$ cat src/rtl/pcm_tdm_pkg.sv
package pcm_tdm_pkg;
  localparam int PCM_WORD_W   = 8;
  localparam int PCM_NUM_CH   = 2;
  localparam int PCM_LO_FRAME = 256;
endpackage

$ cat src/rtl/pcm_frame_ctl.sv
module pcm_frame_ctl #(
  parameter int WORD_W = 8
) (
  input  logic                            clk,
  input  logic                            rst_i,
  input  logic                            fsync,
  input  logic [WORD_W-1:0]               tx_w0,
  input  logic [WORD_W-1:0]               tx_w1,
  output logic                            rise,
  output logic                            active,
  output logic [$clog2(2*WORD_W)-1:0]     bit_cnt,
  output logic                            ch1_first,
  output logic                            tx_data,
  output logic                            tx_en
);
  localparam int FRAME_BITS = 2 * WORD_W;
  localparam int CNT_W      = $clog2(FRAME_BITS);
  localparam logic [CNT_W-1:0] LAST = CNT_W'(FRAME_BITS - 1);

  logic                  fs_prev_q, armed_q, active_q, order_q;
  logic                  armed_n, active_n, order_n;
  logic [CNT_W-1:0]      cnt_q, cnt_n;
  logic [FRAME_BITS-1:0] sh_q, sh_n;

  assign rise = fsync & ~fs_prev_q;

  always_comb begin
    armed_n  = rise;
    active_n = active_q;
    order_n  = order_q;
    cnt_n    = cnt_q;
    sh_n     = sh_q;
    if (armed_q) begin
      active_n = 1'b1;
      cnt_n    = '0;
      order_n  = fsync;
      sh_n     = fsync ? {tx_w1, tx_w0} : {tx_w0, tx_w1};
    end else if (active_q) begin
      sh_n  = {sh_q[FRAME_BITS-2:0], 1'b0};
      cnt_n = cnt_q + 1'b1;
      if (cnt_q == LAST) active_n = 1'b0;
    end
  end

  always_ff @(posedge clk or negedge rst_i) begin
    if (!rst_i) begin
      fs_prev_q <= 1'b0;
      armed_q   <= 1'b0;
      active_q  <= 1'b0;
      order_q   <= 1'b0;
      cnt_q     <= '0;
      sh_q      <= '0;
    end else begin
      fs_prev_q <= fsync;
      armed_q   <= armed_n;
      active_q  <= active_n;
      order_q   <= order_n;
      cnt_q     <= cnt_n;
      sh_q      <= sh_n;
    end
  end

  assign active    = active_q;
  assign bit_cnt   = cnt_q;
  assign ch1_first = order_q;
  assign tx_en     = active_q;
  assign tx_data   = active_q & sh_q[FRAME_BITS-1];

  // a burst ends only after its last bit slot
  p_tx_len_r1: assert property (@(posedge clk) disable iff (!rst_i)
    $fell(active_q) |-> ($past(cnt_q) == LAST));
  // slot order does not change inside a burst
  p_order_hold_r2: assert property (@(posedge clk) disable iff (!rst_i)
    (active_q && $past(active_q) && !$past(armed_q)) |-> $stable(order_q));
endmodule

$ cat src/rtl/pcm_rx_deser.sv
module pcm_rx_deser #(
  parameter int WORD_W = 8,
  parameter int NCH    = 2
) (
  input  logic                            clk,
  input  logic                            rst_i,
  input  logic                            rx_data,
  input  logic                            active,
  input  logic [$clog2(2*WORD_W)-1:0]     bit_cnt,
  input  logic                            ch1_first,
  output logic [NCH-1:0][WORD_W-1:0]      words,
  output logic [NCH-1:0]                  vld
);
  localparam int CNT_W = $clog2(2 * WORD_W);
  localparam logic [CNT_W-2:0] WLAST = (CNT_W-1)'(WORD_W - 1);

  logic              rx_s_q;
  logic [WORD_W-2:0] sh_q, sh_n;
  logic              word_done;
  logic              slot_ch;
  logic [WORD_W-1:0] full_word;

  always_ff @(negedge clk or negedge rst_i) begin
    if (!rst_i) rx_s_q <= 1'b0;
    else        rx_s_q <= rx_data;
  end

  always_comb begin
    sh_n = sh_q;
    if (active) sh_n = {sh_q[WORD_W-3:0], rx_s_q};
  end

  assign word_done = active && (bit_cnt[CNT_W-2:0] == WLAST);
  assign slot_ch   = bit_cnt[CNT_W-1] ^ ch1_first;
  assign full_word = {sh_q, rx_s_q};

  always_ff @(posedge clk or negedge rst_i) begin
    if (!rst_i) sh_q <= '0;
    else        sh_q <= sh_n;
  end

  for (genvar c = 0; c < NCH; c++) begin : g_ch
    logic              hit;
    logic [WORD_W-1:0] w_q, w_n;
    logic              v_q;
    assign hit = word_done && (slot_ch == c[0]);
    always_comb begin
      w_n = w_q;
      if (hit) w_n = full_word;
    end
    always_ff @(posedge clk or negedge rst_i) begin
      if (!rst_i) begin
        w_q <= '0;
        v_q <= 1'b0;
      end else begin
        w_q <= w_n;
        v_q <= hit;
      end
    end
    assign words[c] = w_q;
    assign vld[c]   = v_q;
  end

  // strobes never overlap and only follow an active bit slot
  p_vld_onehot_r5: assert property (@(posedge clk) disable iff (!rst_i)
    $onehot0(vld));
  p_vld_in_frame_r5: assert property (@(posedge clk) disable iff (!rst_i)
    (|vld) |-> $past(active));
endmodule

$ cat src/rtl/pcm_rate_pd.sv
module pcm_rate_pd #(
  parameter int LO_FRAME = 256
) (
  input  logic clk,
  input  logic rst_i,
  input  logic fsync,
  input  logic rise,
  output logic rate_ok,
  output logic rate_hi,
  output logic pwr_down
);
  localparam int HI_FRAME = 2 * LO_FRAME;
  localparam int PD_LO    = 4 * LO_FRAME;
  localparam int PD_HI    = 2 * PD_LO;
  localparam int PER_W    = $clog2(HI_FRAME) + 1;
  localparam int IDLE_W   = $clog2(PD_HI) + 1;

  logic [PER_W-1:0]  per_q, per_n;
  logic [IDLE_W-1:0] idle_q, idle_n, limit;
  logic              seen_q, seen_n, ok_q, ok_n, hi_q, hi_n, pd_q, pd_n;

  assign limit = hi_q ? IDLE_W'(PD_HI) : IDLE_W'(PD_LO);

  always_comb begin
    per_n  = per_q;
    seen_n = seen_q;
    ok_n   = ok_q;
    hi_n   = hi_q;
    if (rise) begin
      seen_n = 1'b1;
      per_n  = PER_W'(1);
      if (seen_q && !ok_q) begin
        if (per_q == PER_W'(LO_FRAME)) begin
          ok_n = 1'b1;
          hi_n = 1'b0;
        end else if (per_q == PER_W'(HI_FRAME)) begin
          ok_n = 1'b1;
          hi_n = 1'b1;
        end
      end
    end else if (per_q != '1) begin
      per_n = per_q + 1'b1;
    end
  end

  always_comb begin
    idle_n = idle_q;
    pd_n   = pd_q;
    if (fsync) idle_n = '0;
    else if (idle_q != IDLE_W'(PD_HI)) idle_n = idle_q + 1'b1;
    if (rise) pd_n = 1'b0;
    else if (!fsync && (idle_n >= limit)) pd_n = 1'b1;
  end

  always_ff @(posedge clk or negedge rst_i) begin
    if (!rst_i) begin
      per_q  <= '0;
      seen_q <= 1'b0;
      ok_q   <= 1'b0;
      hi_q   <= 1'b0;
      idle_q <= '0;
      pd_q   <= 1'b0;
    end else begin
      per_q  <= per_n;
      seen_q <= seen_n;
      ok_q   <= ok_n;
      hi_q   <= hi_n;
      idle_q <= idle_n;
      pd_q   <= pd_n;
    end
  end

  assign rate_ok  = ok_q;
  assign rate_hi  = hi_q;
  assign pwr_down = pd_q;

  // a resolved rate stays fixed
  p_rate_lock_r6: assert property (@(posedge clk) disable iff (!rst_i)
    rate_ok |=> (rate_ok && $stable(rate_hi)));
  // powerdown only rises while frame sync is quiet
  p_pd_quiet_r7: assert property (@(posedge clk) disable iff (!rst_i)
    $rose(pwr_down) |-> !$past(fsync));
  // a frame sync while powered down wakes the port
  p_pd_clear_r8: assert property (@(posedge clk) disable iff (!rst_i)
    (pwr_down && fsync) |=> !pwr_down);
endmodule

$ cat src/rtl/pcm_tdm_port.sv
module pcm_tdm_port
  import pcm_tdm_pkg::*;
#(
  parameter int WORD_W   = PCM_WORD_W,
  parameter int LO_FRAME = PCM_LO_FRAME
) (
  input  logic              clk,
  input  logic              rst_n,
  input  logic              fsync,
  input  logic [WORD_W-1:0] tx_word0,
  input  logic [WORD_W-1:0] tx_word1,
  output logic              tx_data,
  output logic              tx_en,
  input  logic              rx_data,
  output logic [WORD_W-1:0] rx_word0,
  output logic              rx_vld0,
  output logic [WORD_W-1:0] rx_word1,
  output logic              rx_vld1,
  output logic              rate_ok,
  output logic              rate_hi,
  output logic              pwr_down
);
  localparam int CNT_W = $clog2(2 * WORD_W);

  logic [1:0] rst_sync_q;
  logic       rst_i;

  always_ff @(posedge clk or negedge rst_n) begin
    if (!rst_n) rst_sync_q <= 2'b00;
    else        rst_sync_q <= {rst_sync_q[0], 1'b1};
  end
  assign rst_i = rst_sync_q[1];

  logic                                 rise, active, ch1_first;
  logic [CNT_W-1:0]                     bit_cnt;
  logic [PCM_NUM_CH-1:0][WORD_W-1:0]    words;
  logic [PCM_NUM_CH-1:0]                vld;

  pcm_frame_ctl #(.WORD_W(WORD_W)) u_frame (
    .clk(clk), .rst_i(rst_i), .fsync(fsync),
    .tx_w0(tx_word0), .tx_w1(tx_word1),
    .rise(rise), .active(active), .bit_cnt(bit_cnt),
    .ch1_first(ch1_first), .tx_data(tx_data), .tx_en(tx_en)
  );

  pcm_rx_deser #(.WORD_W(WORD_W), .NCH(PCM_NUM_CH)) u_rx (
    .clk(clk), .rst_i(rst_i), .rx_data(rx_data),
    .active(active), .bit_cnt(bit_cnt), .ch1_first(ch1_first),
    .words(words), .vld(vld)
  );

  pcm_rate_pd #(.LO_FRAME(LO_FRAME)) u_rate (
    .clk(clk), .rst_i(rst_i), .fsync(fsync), .rise(rise),
    .rate_ok(rate_ok), .rate_hi(rate_hi), .pwr_down(pwr_down)
  );

  assign rx_word0 = words[0];
  assign rx_vld0  = vld[0];
  assign rx_word1 = words[1];
  assign rx_vld1  = vld[1];
endmodule

$ cat config.mk
export PLATFORM = sky130hd
export DESIGN_NAME = pcm_tdm_port
export DESIGN_NICKNAME = d
export VERILOG_FILES = /design/src/rtl/pcm_tdm_pkg.sv /design/src/rtl/pcm_frame_ctl.sv /design/src/rtl/pcm_rx_deser.sv /design/src/rtl/pcm_rate_pd.sv /design/src/rtl/pcm_tdm_port.sv
export SDC_FILE = /design/constraint.sdc
export NUM_CORES = 1
export LEC_CHECK = 0
export BUFFER_PORTS_ARGS = -buffer_cell sky130_fd_sc_hd__buf_2
export CORE_ASPECT_RATIO = 1.75
export CORE_MARGIN = 2
export CORE_UTILIZATION = 35
export CTS_CLUSTER_DIAMETER = 100
export CTS_CLUSTER_SIZE = 14
export DETAILED_ROUTE_END_ITERATION = 7
export PLACE_DENSITY = 0.55
export RECOVER_POWER = 25
export SYNTH_ARGS = -nofsm -noshare
export SYNTH_HDL_FRONTEND = slang
export SYNTH_SLANG_ARGS = --single-unit
$ cat constraint.sdc
create_clock -name clk -period 3.33 [get_ports clk]
set_input_delay 0.4995 -clock clk [delete_from_list [all_inputs] [get_ports clk]]
set_output_delay 0.4995 -clock clk [all_outputs]
set_load 0.02 [all_outputs]
==> impl_metrics.ini, run 1 <==
[floorplanning]
coreArea_um2 = 10300
dieArea_um2 = 11400
fp-row-count = 49
io_pins = 43
initial_core_util_pct = 35.9
dieHeight_um = 140
die_w_um = 81.7

[detailed_routing]
vias = 2537
wl_met1_um = 3110
wl_per_cell_um = 14.9
drtIter0Drc = 90
dr.max_layer_used = met4
drt_wl_total_um = 7430
wl_met3_um = 201
drtAntennaViolNets = 0
vias_per_cell = 5.10
wl_met2_um = 3970
dr.pass1.iters = 4
drc_errors = 0

[timing]
rsz0062_at_grt = no
setup_viol_count_final = 0
finClkSkew_ps = 7.65
min_period_ps = 3000
hold_viol_final = 0
max_freq_ghz = 0.334
relSlewSlack_pct = -2.77
period_share_pct = 90.0
drv_slew = 29
tightest_slew_ps = 1540
setup_slack_ps = 334
tns_ps = 0

[synthesis]
synthesis.area_um2 = 3700
asyncSetResetFlopFracSynth_pct = 100
synthDominantCellAreaShare_pct = 52.1
synth-warning-count = 0
yosys.area.top_type = dfrtp_1
synthFlopType = dfrtp_1
synth.area.top_cells = dfrtp_1 52%, mux2_2 7.6%, mux2i_1 5.1%, a211oi_1 3.5%, xor2_1 3.3%
synth_area_per_cell_um2 = 11.5
synth_edf_count = 0
ys_types = 45
synth_cells = 323
ys_seq_area_share_pct = 52.8
synth_seq_cells = 78
syn_nets = 351

[finish]
drive_gt1_share_pct = 22.7
stdcell_count = 497
diodes = 0
syn2layout_area_growth_pct = 18.5
post-route-cell-area_um2 = 4380
fillers = 995
final_nets = 393

[grt]
grt_first_pass_wirelength_um = 12600
antenna_found_initial = 0
track_usage_pct = 14.4
grt_pass1_vias = 2640
grt_start_max_net_pins = 73
grt_remaining_overflow = 0

[power]
p_total_w = 0.00306
vdd_ir_drop_max_mv = 0.428
leakagePower_nw = 2.01
power_per_cell_area_nw_per_um2 = 699

[setup_path]
start_kind = primary input
crit_type = primary input to flip-flop
cp.arrival_ps = 3220
cp-end-kind = flip-flop
required_ps = 3550
r2r_start = u_rate.idle_q[0]$_DFF_PN0_
crit_fanout = 28
cp-startpoint = fsync

[place]
hpwl_um = 5150
gp_congestion = 0.798
post_dp_cell_area_um2 = 4020
port_buffers = 42
dp_slack_ps = 339
dp.cells = 480

[cts]
cts-htree-levels = 3
clock_sinks = 78
insertion_delay_ps = 340
cts_tree = yes
post-cts-setup-buffers = 0
cts-root-buf = clkbuf_16
clk_pin_slew_ps = 60
clockBufferDepth = 2
cts_buffers = 9

[min_path]
hp-class = flip-flop to asynchronous set/reset pin

[run]
max_cap_viol_count = 1

[outcome]
outcome = finished with violations
violations = max-capacitance violations, max-slew violations
## power breakdown
part           switching [W]  internal [W]  total (W)
clock               0.000394      0.000812    0.00121
combinational       0.000327      0.000263   0.000590
sequential          0.000125       0.00114    0.00127
total               0.000846       0.00222    0.00306
## cell usage after synthesis (all sizes together), types with 4 or more instances
| cell | instances |
|---|---|
| dfrtp | 77 |
| mux2 | 25 |
| nor2 | 25 |
| a21oi | 19 |
| mux2i | 19 |
| nor2b | 19 |
| a211oi | 17 |
| xor2 | 14 |
| nand2 | 13 |
| nand3 | 10 |
| clkbuf | 9 |
| buf | 8 |
| ha | 8 |
| xnor2 | 8 |
| and3 | 7 |
| inv | 7 |
| a311oi | 4 |
| nor3 | 4 |
| o21ai | 4 |
## per-stage QoR
step / util [%] / hold slack (ps)
2_1_floorplan: - / 204
3_3_place_gp: 39.1 / 98.6
3_5_place_dp: 39.1 / 104
4_1_cts: 42.8 / 110
5_1_grt: 42.6 / 142
6_report: 42.6 / 109
## sequential cells by signal (all words and copies together), names as in the netlist
register and cells:
u_frame.sh_q 16, u_rx.g_ch.w_q 16, u_rate.idle_q 12, u_rate.per_q 10
u_rx.sh_q 7, u_frame.bit_cnt 4, rst_sync_q 2, u_rx.g_ch.v_q 2
u_frame.active 1, u_frame.armed_q 1, u_frame.ch1_first 1, u_frame.fs_prev_q 1
u_rate.pwr_down 1, u_rate.rate_hi 1, u_rate.rate_ok 1, u_rate.seen_q 1
u_rx.rx_s_q 1
## metal layers
layer	global-route usage, %	vias up
li1	-	1224
met1	16.2	1265
met2	25.0	38
met3	3.99	10
met4	5.79	0
met5	0	-
## area by class of cell
cell class | instances | area, um^2 | area share, %
well taps | 127 | 159 | 3.63
flip-flops and latches | 78 | 1950 | 44.5
inverters | 7 | 26.3 | 0.599
clock buffers | 9 | 225 | 5.14
clock inverters | 7 | 145 | 3.31
repair buffers | 48 | 238 | 5.42
multi-input cells | 221 | 1640 | 37.4
## cells in the final DEF, fill, tap and decap left out, drive strengths merged, types with 2 or more instances in the layout
cell type / count
and3: 7
inv: 8
a311oi: 4
nor4: 2
nor2b: 19
nand3: 10
and4: 2
dfrtp: 77
xnor2: 8
o31ai: 2
xor2: 14
buf: 35
or2: 2
nand2: 13
bufinv: 4
nor2: 25
mux2i: 19
o21ai: 4
a21o: 3
nor3: 4
a21oi: 19
clkbuf: 21
a211oi: 17
mux2: 25
ha: 8
nand4: 2
## worst paths after layout
check / end / cells past startpoint / slack [ps]
min: u_frame.sh_q[13]$_DFFE_PN0P_ / 0 / 110
max: u_rate.pwr_down$_DFFE_PN0P_ / 7 / 330
min in group clk: rst_sync_q[1]$_DFF_PN0_ / 0 / 360
min reg2reg: u_frame.sh_q[13]$_DFFE_PN0P_ / 0 / 110
max in group asynchronous: u_rx.rx_s_q$_DFF_NN0_ / 0 / 1430
max reg2reg: u_rate.pwr_down$_DFFE_PN0P_ / 10 / 350
## critical path, stage by stage
cell      delay [ps]
buf_2            130
clkbuf_1        1130
nor2_1           210
ha_1             380
nand3_1           70
or4b_1           460
o41ai_1          330
## cell families after synthesis
| family | Yosys count | share of synthesized area [%] |
|---|---|---|
| AO/OA/AOI/OAI | 51 | 8.93 |
| other | 1 | 0.101 |
| XOR/XNOR | 22 | 5.41 |
| multiplexers | 44 | 12.8 |
| flip-flops | 78 | 52.8 |
| AND/OR/NAND/NOR | 95 | 14.4 |
| adder cells (fa/ha/maj) | 8 | 2.71 |
| buffers and inverters | 24 | 2.94 |
## repair_timing
action / CTS / global route
hold buffers: 1 / 0
gates resized for setup: 0 / 0
endpoints found under the hold margin: 2 / 0
Power figures use the tool's default switching activity.
==> inputs of run 2 (changes only) <==
--- a/config.mk
+++ b/config.mk
@@ -13,7 +13,7 @@
 export CTS_CLUSTER_SIZE = 14
 export DETAILED_ROUTE_END_ITERATION = 7
 export PLACE_DENSITY = 0.55
-export RECOVER_POWER = 25
+export RECOVER_POWER = 100
 export SYNTH_ARGS = -nofsm -noshare
 export SYNTH_HDL_FRONTEND = slang
 export SYNTH_SLANG_ARGS = --single-unit
==> run 2 against run 1 <==
  * Wire length shrank 0.20%
  * Core utilization shrank 0.21 points
  * Count of clock-buffer cells in the layout is the same
  * Sequential share of layout area grew 0.22 points
  * Design area shrank 0.49%
  * Non-clock buffer count is the same
  * Hold slack lost 0.61 ps
  * Register-to-register slack is essentially flat
  * The run still ends with max-capacitance violations, max-slew violations left
  * Sequential power is essentially flat
  * First-iteration DRC count grew 1.1%
  * Clock skew grew 0.59 ps
==> impl_metrics.ini, run 2 (synthesis results as in run 1) <==
[setup_path]
crit_type = flip-flop to flip-flop
start_kind = flip-flop
r2r_cells = 10
path_buf_inv = 0
cp-end-kind = flip-flop
required_ps = 3540
crit_fanout = 7
r2r-end = u_rate.pwr_down$_DFFE_PN0P_
crit_family = simple AND/OR/NAND/NOR gates
cp.arrival_ps = 3210
slowest_stage = dfrtp_1
cp_cell_sequence = ha_1 > nand2_1 > nor2_1 > nand3_1 > xor2_1 > or2_2 > ha_1 > nand3_1 > or4b_1 > o41ai_1
r2r_start = u_rate.idle_q[0]$_DFF_PN0_
r2r_slack_ps = 340
worst_path_largest_cell_delay_ps = 460

[timing]
tightest_slew_ps = 1800
hold_viol_final = 0
max_freq_ghz = 0.334
finClkSkew_ps = 8.25
period_share_pct = 89.9
setup_viol_count_final = 0
min_period_ps = 2990
rsz0062_at_grt = no
drv_slew = 102
tns_ps = 0
relSlewSlack_pct = -20.2

[place]
port_buffers = 42
hpwl_um = 5150
gp_congestion = 0.798

[outcome]
outcome = finished with violations
violations = max-capacitance violations, max-slew violations

[cts]
postCtsHoldBufs = 1
cts-htree-levels = 3
post-cts-setup-buffers = 0
cts-root-buf = clkbuf_16
clockBufferDepth = 2
cts_resized = 0
clk_pin_slew_ps = 60
cts_tree = yes
insertion_delay_ps = 340
clock_sinks = 78
cts_buffers = 9

[detailed_routing]
drc_errors = 0
vias_per_cell = 5.05
drt_wl_total_um = 7410
dr.pass1.iters = 4
vias = 2509
wl_per_cell_um = 14.9
drtAntennaViolNets = 0
drtIter0Drc = 91

[floorplanning]
die_w_um = 81.7
initial_core_util_pct = 35.9
coreArea_um2 = 10300
dieHeight_um = 140
dieArea_um2 = 11400
fp-row-count = 49
io_pins = 43

[power]
combPwrFrac_pct = 18.8
pwr-share-seq_pct = 41.7
p_clk_share_pct = 39.5
vdd_ir_drop_max_mv = 0.423
p_total_w = 0.00304
p_int_w = 0.00220
p_sw_w = 0.000843
power_per_cell_area_nw_per_um2 = 698
swShare_pct = 27.7
leakagePower_nw = 1.97

[grt]
grt_first_pass_wirelength_um = 12600
grt_remaining_overflow = 0
grt_start_max_net_pins = 73
grt_pass1_vias = 2640
antenna_found_initial = 0
track_usage_pct = 14.4

[finish]
drive_gt1_share_pct = 18.9
diodes = 0
reg_top3 = u_frame.sh_q: 16 flops, u_rx.g_ch.w_q: 16 flops, u_rate.idle_q: 12 flops
final_cell_mix = 77 x dfrtp_1, 25 x nor2_1, 25 x mux2_2, 25 x clkbuf_1
syn2layout_area_growth_pct = 17.9
final_nets = 393
mostFrequentLayoutCell = dfrtp_1

[min_path]
hp-class = flip-flop to asynchronous set/reset pin

[run]
max_cap_viol_count = 2
run 2: cell types whose count changed in the layout (fill, tap and decap cells not counted):
cell	change
clkbuf_1	+13
buf_4	-1
and2_1	-1
nor2_2	-1
and2_0	+1
buf_2	-13
nor2_1	+1
clkbuf_2	+1
run 2: area by class of cell:
type / instances / area [um^2]
fill: 1002 / 5940
timing repair buffer: 48 / 219
sequential: 78 / 1950
tap: 127 / 159
multi-input combinational: 221 / 1640
clock buffer: 9 / 225
inverter: 7 / 26.3
clock inverter: 7 / 145
run 2: stage by stage:
stage / hold WS (ps) / setup slack (ps) / cell area [um^2] / std cells / util, %
floorplan: 204 / 435 / 3700 / 323 / -
global placement: 98.6 / 512 / 4020 / 480 / 39.1
detailed placement: 104 / 339 / 4020 / 480 / 39.1
CTS: 110 / 325 / 4400 / 497 / 42.8
global route: 141 / 108 / 4360 / 497 / 42.3
finish: 108 / 336 / 4360 / 497 / 42.3
run 2: routing by layer:
metal,global-route usage [%],wire (um)
met5,0,0
met4,5.79,133
met3,3.99,212
met2,25.0,3950
met1,16.2,3120
run 2: worst max path at each step:
stage                                     from                          end  depth (start not counted)
floorplan              rst_sync_q[1]$_DFF_PN0_        u_rx.rx_s_q$_DFF_NN0_                          0
global placement    u_rate.idle_q[0]$_DFF_PN0_  u_rate.pwr_down$_DFFE_PN0P_                         10
detailed placement  u_rate.idle_q[0]$_DFF_PN0_  u_rate.pwr_down$_DFFE_PN0P_                         10
CTS                 u_rate.idle_q[0]$_DFF_PN0_  u_rate.pwr_down$_DFFE_PN0P_                         10
global route                             fsync  u_rate.pwr_down$_DFFE_PN0P_                          7
finish              u_rate.idle_q[0]$_DFF_PN0_  u_rate.pwr_down$_DFFE_PN0P_                         10
run 2: power groups by stage:
stage	clock (W)	sequential [W]	combinational, W
4_1_cts	0.00123	0.00127	0.000616
3_5_place_dp	0	0.00128	0.000612
3_3_place_gp	0	0.00128	0.000603
2_1_floorplan	0	0.00138	0.000312
5_1_grt	0.00127	0.00130	0.000639
6_report	0.00120	0.00127	0.000573
==> inputs of run 3 (changes only) <==
--- a/config.mk
+++ b/config.mk
@@ -16,4 +16,5 @@
 export RECOVER_POWER = 100
 export SYNTH_ARGS = -nofsm -noshare
 export SYNTH_HDL_FRONTEND = slang
+export SYNTH_HIERARCHICAL = 1
 export SYNTH_SLANG_ARGS = --single-unit
==> constraint.sdc (replaced) <==
create_clock -name clk -period 2.9 [get_ports clk]
set_input_delay 0.435 -clock clk [delete_from_list [all_inputs] [get_ports clk]]
set_output_delay 0.435 -clock clk [all_outputs]
set_load 0.02 [all_outputs]
==> run 3 against run 2 <==
  * The flow still finishes with violations (max-capacitance violations, max-slew violations)
  * Clock power is 7% lower
  * Combinational power is 14% higher
  * Sequential share of layout area is 0.068 points lower
  * Critical endpoint is now u_rate/pwr_down$_DFFE_PN0P_
  * Largest cell class unchanged
  * Highest routed layer unchanged
==> impl_metrics.ini, run 3 <==
[grt]
grt_first_pass_wirelength_um = 12000
track_usage_pct = 12.7
grt_util_met1_pct = 14.0
grt_pass1_vias = 2516
use_met2_pct = 22.7
grt_remaining_overflow = 0
grt_start_max_net_pins = 76
antenna_found_initial = 0
busiest_layer = met2
use_met3_pct = 2.76

[floorplanning]
die_w_um = 83.7
io_pins = 43
dieHeight_um = 143
initial_core_util_pct = 35.5
fp-row-count = 51
coreArea_um2 = 11000
dieArea_um2 = 12000

[cts]
clk_pin_slew_ps = 50
cts-htree-levels = 3
cts-root-buf = clkbuf_16
cts_tree = yes
post-cts-setup-buffers = 0
cts_resized = 0
insertion_delay_ps = 330
clockBufferDepth = 2
clock_sinks = 78
cts_buffers = 9

[synthesis]
synthTopCellsByCount = 77 x dfrtp_1, 48 x mux2i_1, 28 x nor2_1
synth_edf_count = 0
ys_types = 52
synth_seq_cells = 78
synth-warning-count = 6
yosys.area.top_type = dfrtp_1
synthFlopType = dfrtp_1
synth.area.top_cells = dfrtp_1 50%, mux2i_1 12%, mux2_2 4.6%, mux2_4 3.1%, nor2_1 2.7%
synth_cells = 323
ys_seq_area_share_pct = 50.2
synthesis.area_um2 = 3890
synthDominantCellAreaShare_pct = 49.5
synth_area_per_cell_um2 = 12.0
synth_most_common_cell = dfrtp_1
asyncSetResetFlopFracSynth_pct = 100
syn_nets = 350

[detailed_routing]
vias_per_cell = 4.99
drtIter0Drc = 71
dr.pass1.iters = 4
drtAntennaViolNets = 0
wl_per_cell_um = 14.6
vias = 2493
drt_wl_total_um = 7290
drc_errors = 0

[run]
max_cap_viol_count = 1

[timing]
setup_viol_count_final = 0
relSlewSlack_pct = -23.8
rsz0062_at_grt = no
finClkSkew_ps = 7.76
tns_ps = 0
hold_viol_final = 0
tightest_slew_ps = 1860
period_share_pct = 88.9
max_freq_ghz = 0.388
setup_slack_ps = 323
min_period_ps = 2580
drv_slew = 76

[finish]
reg_top3 = u_frame/sh_q: 16 flops, u_rx/g_ch.w_q: 16 flops, u_rate/idle_q: 12 flops
fillers = 1097
mostFrequentLayoutCell = dfrtp_1
final_nets = 391
post-route-cell-area_um2 = 4380
syn2layout_area_growth_pct = 12.5
diodes = 0
drive_gt1_share_pct = 19.0
final_cell_mix = 76 x dfrtp_1, 48 x mux2i_1, 29 x nor2_1

[setup_path]
r2r_start = u_rate/idle_q[5]$_DFF_PN0_
r2r_cells = 11
r2r_slack_ps = 320
crit_fanout = 7
worst_path_largest_cell_delay_ps = 490
cp-startpoint = u_rate/idle_q[5]$_DFF_PN0_
slowest_stage = dfrtp_1
crit_type = flip-flop to flip-flop
cp-end-kind = flip-flop
required_ps = 3150
start_kind = flip-flop
cp.arrival_ps = 2830
cp_cell_sequence = nand4_4 > nor2_1 > nand4_1 > xor2_1 > or3_1 > ha_1 > nand2_1 > nor3_1 > o31ai_1 > a2111o_1 > o22ai_2

[power]
leakagePower_nw = 2.02
power_per_cell_area_nw_per_um2 = 742
combPwrFrac_pct = 20.0
p_int_w = 0.00231
swShare_pct = 29.0
pwr-share-seq_pct = 45.6
p_clk_share_pct = 34.3
p_sw_w = 0.000942
vdd_ir_drop_max_mv = 0.447

[min_path]
hp-class = flip-flop to flip-flop
worstHoldStart = rst_sync_q[0]$_DFF_PN0_
whs_path_depth = 0

[outcome]
outcome = finished with violations
violations = max-capacitance violations, max-slew violations

[place]
post_dp_cell_area_um2 = 4160
port_buffers = 42
hpwl_um = 5200
gp_congestion = 0.835
dp_slack_ps = 344
[run 3: kinds of logic (layout without fill, tap and decap cells)]
family / Yosys count / in the layout / share of synthesized area [%]
buffers and inverters: 28 / 73 / 4.95
AO/OA/AOI/OAI: 25 / 25 / 4.53
other: 1 / 1 / 0.0964
adder cells (fa/ha/maj): 7 / 7 / 2.25
XOR/XNOR: 17 / 17 / 4.02
flip-flops: 78 / 78 / 50.2
AND/OR/NAND/NOR: 94 / 94 / 13.6
multiplexers: 73 / 73 / 20.4
[run 3: critical path: cells and delay by family (launching register included)]
family	cells	cell delay, ps
xor gates and xnor gates	1	170
and+or+nand+nor	6	960
adders and majority gates	1	280
DFF	1	490
AOI/OAI and AO/OA	3	600
[run 3: layout make-up]
cell class,instances,area (um^2),area share [%]
clock buffer,12,256,5.86
clock inverter,3,43.8,1.00
inverter,8,30.0,0.686
multi-input combinational,217,1700,38.8
sequential,78,1960,44.7
tap,132,165,3.77
timing repair buffer,50,229,5.23
[run 3: timing repair]
| action | in CTS | in global routing |
|---|---|---|
| endpoints found under the setup margin | 0 | 0 |
| endpoints found under the hold margin | 2 | 0 |
| hold buffers | 1 | 0 |
[run 3: worst paths after layout]
kind,endpoint
min in group asynchronous,rst_sync_q[1]$_DFF_PN0_
max reg2reg,u_rate/pwr_down$_DFFE_PN0P_
max in group asynchronous,u_frame/sh_q[14]$_DFFE_PN0P_
max,u_rate/pwr_down$_DFFE_PN0P_
min,rst_sync_q[1]$_DFF_PN0_
min reg2reg,rst_sync_q[1]$_DFF_PN0_
[run 3: stage by stage]
stage,utilization [%],hold slack [ps],power (W),std cells
floorplan,-,139,0.00202,323
global placement,37.9,220,0.00222,484
detailed placement,37.9,224,0.00224,484
CTS,40.7,367,0.00338,500
global route,39.9,365,0.00343,500
finish,39.9,358,0.00325,500
[run 3: power groups by stage]
| stage | sequential, W | combinational (W) | clock (W) |
|---|---|---|---|
| 6_report | 0.00148 | 0.000651 | 0.00112 |
| 3_3_place_gp | 0.00150 | 0.000717 | 0 |
| 4_1_cts | 0.00149 | 0.000738 | 0.00115 |
| 5_1_grt | 0.00152 | 0.000714 | 0.00119 |
| 2_1_floorplan | 0.00160 | 0.000419 | 0 |
| 3_5_place_dp | 0.00150 | 0.000733 | 0 |
[run 3: layer usage]
metal  up-vias  wire [um]  part of all wire [%]
li1       1213          -                     -
met1      1225       2980                    41
met2        43       3920                    54
met3        12        215                   2.9
met4         0        173                   2.4
met5         -          0                     0
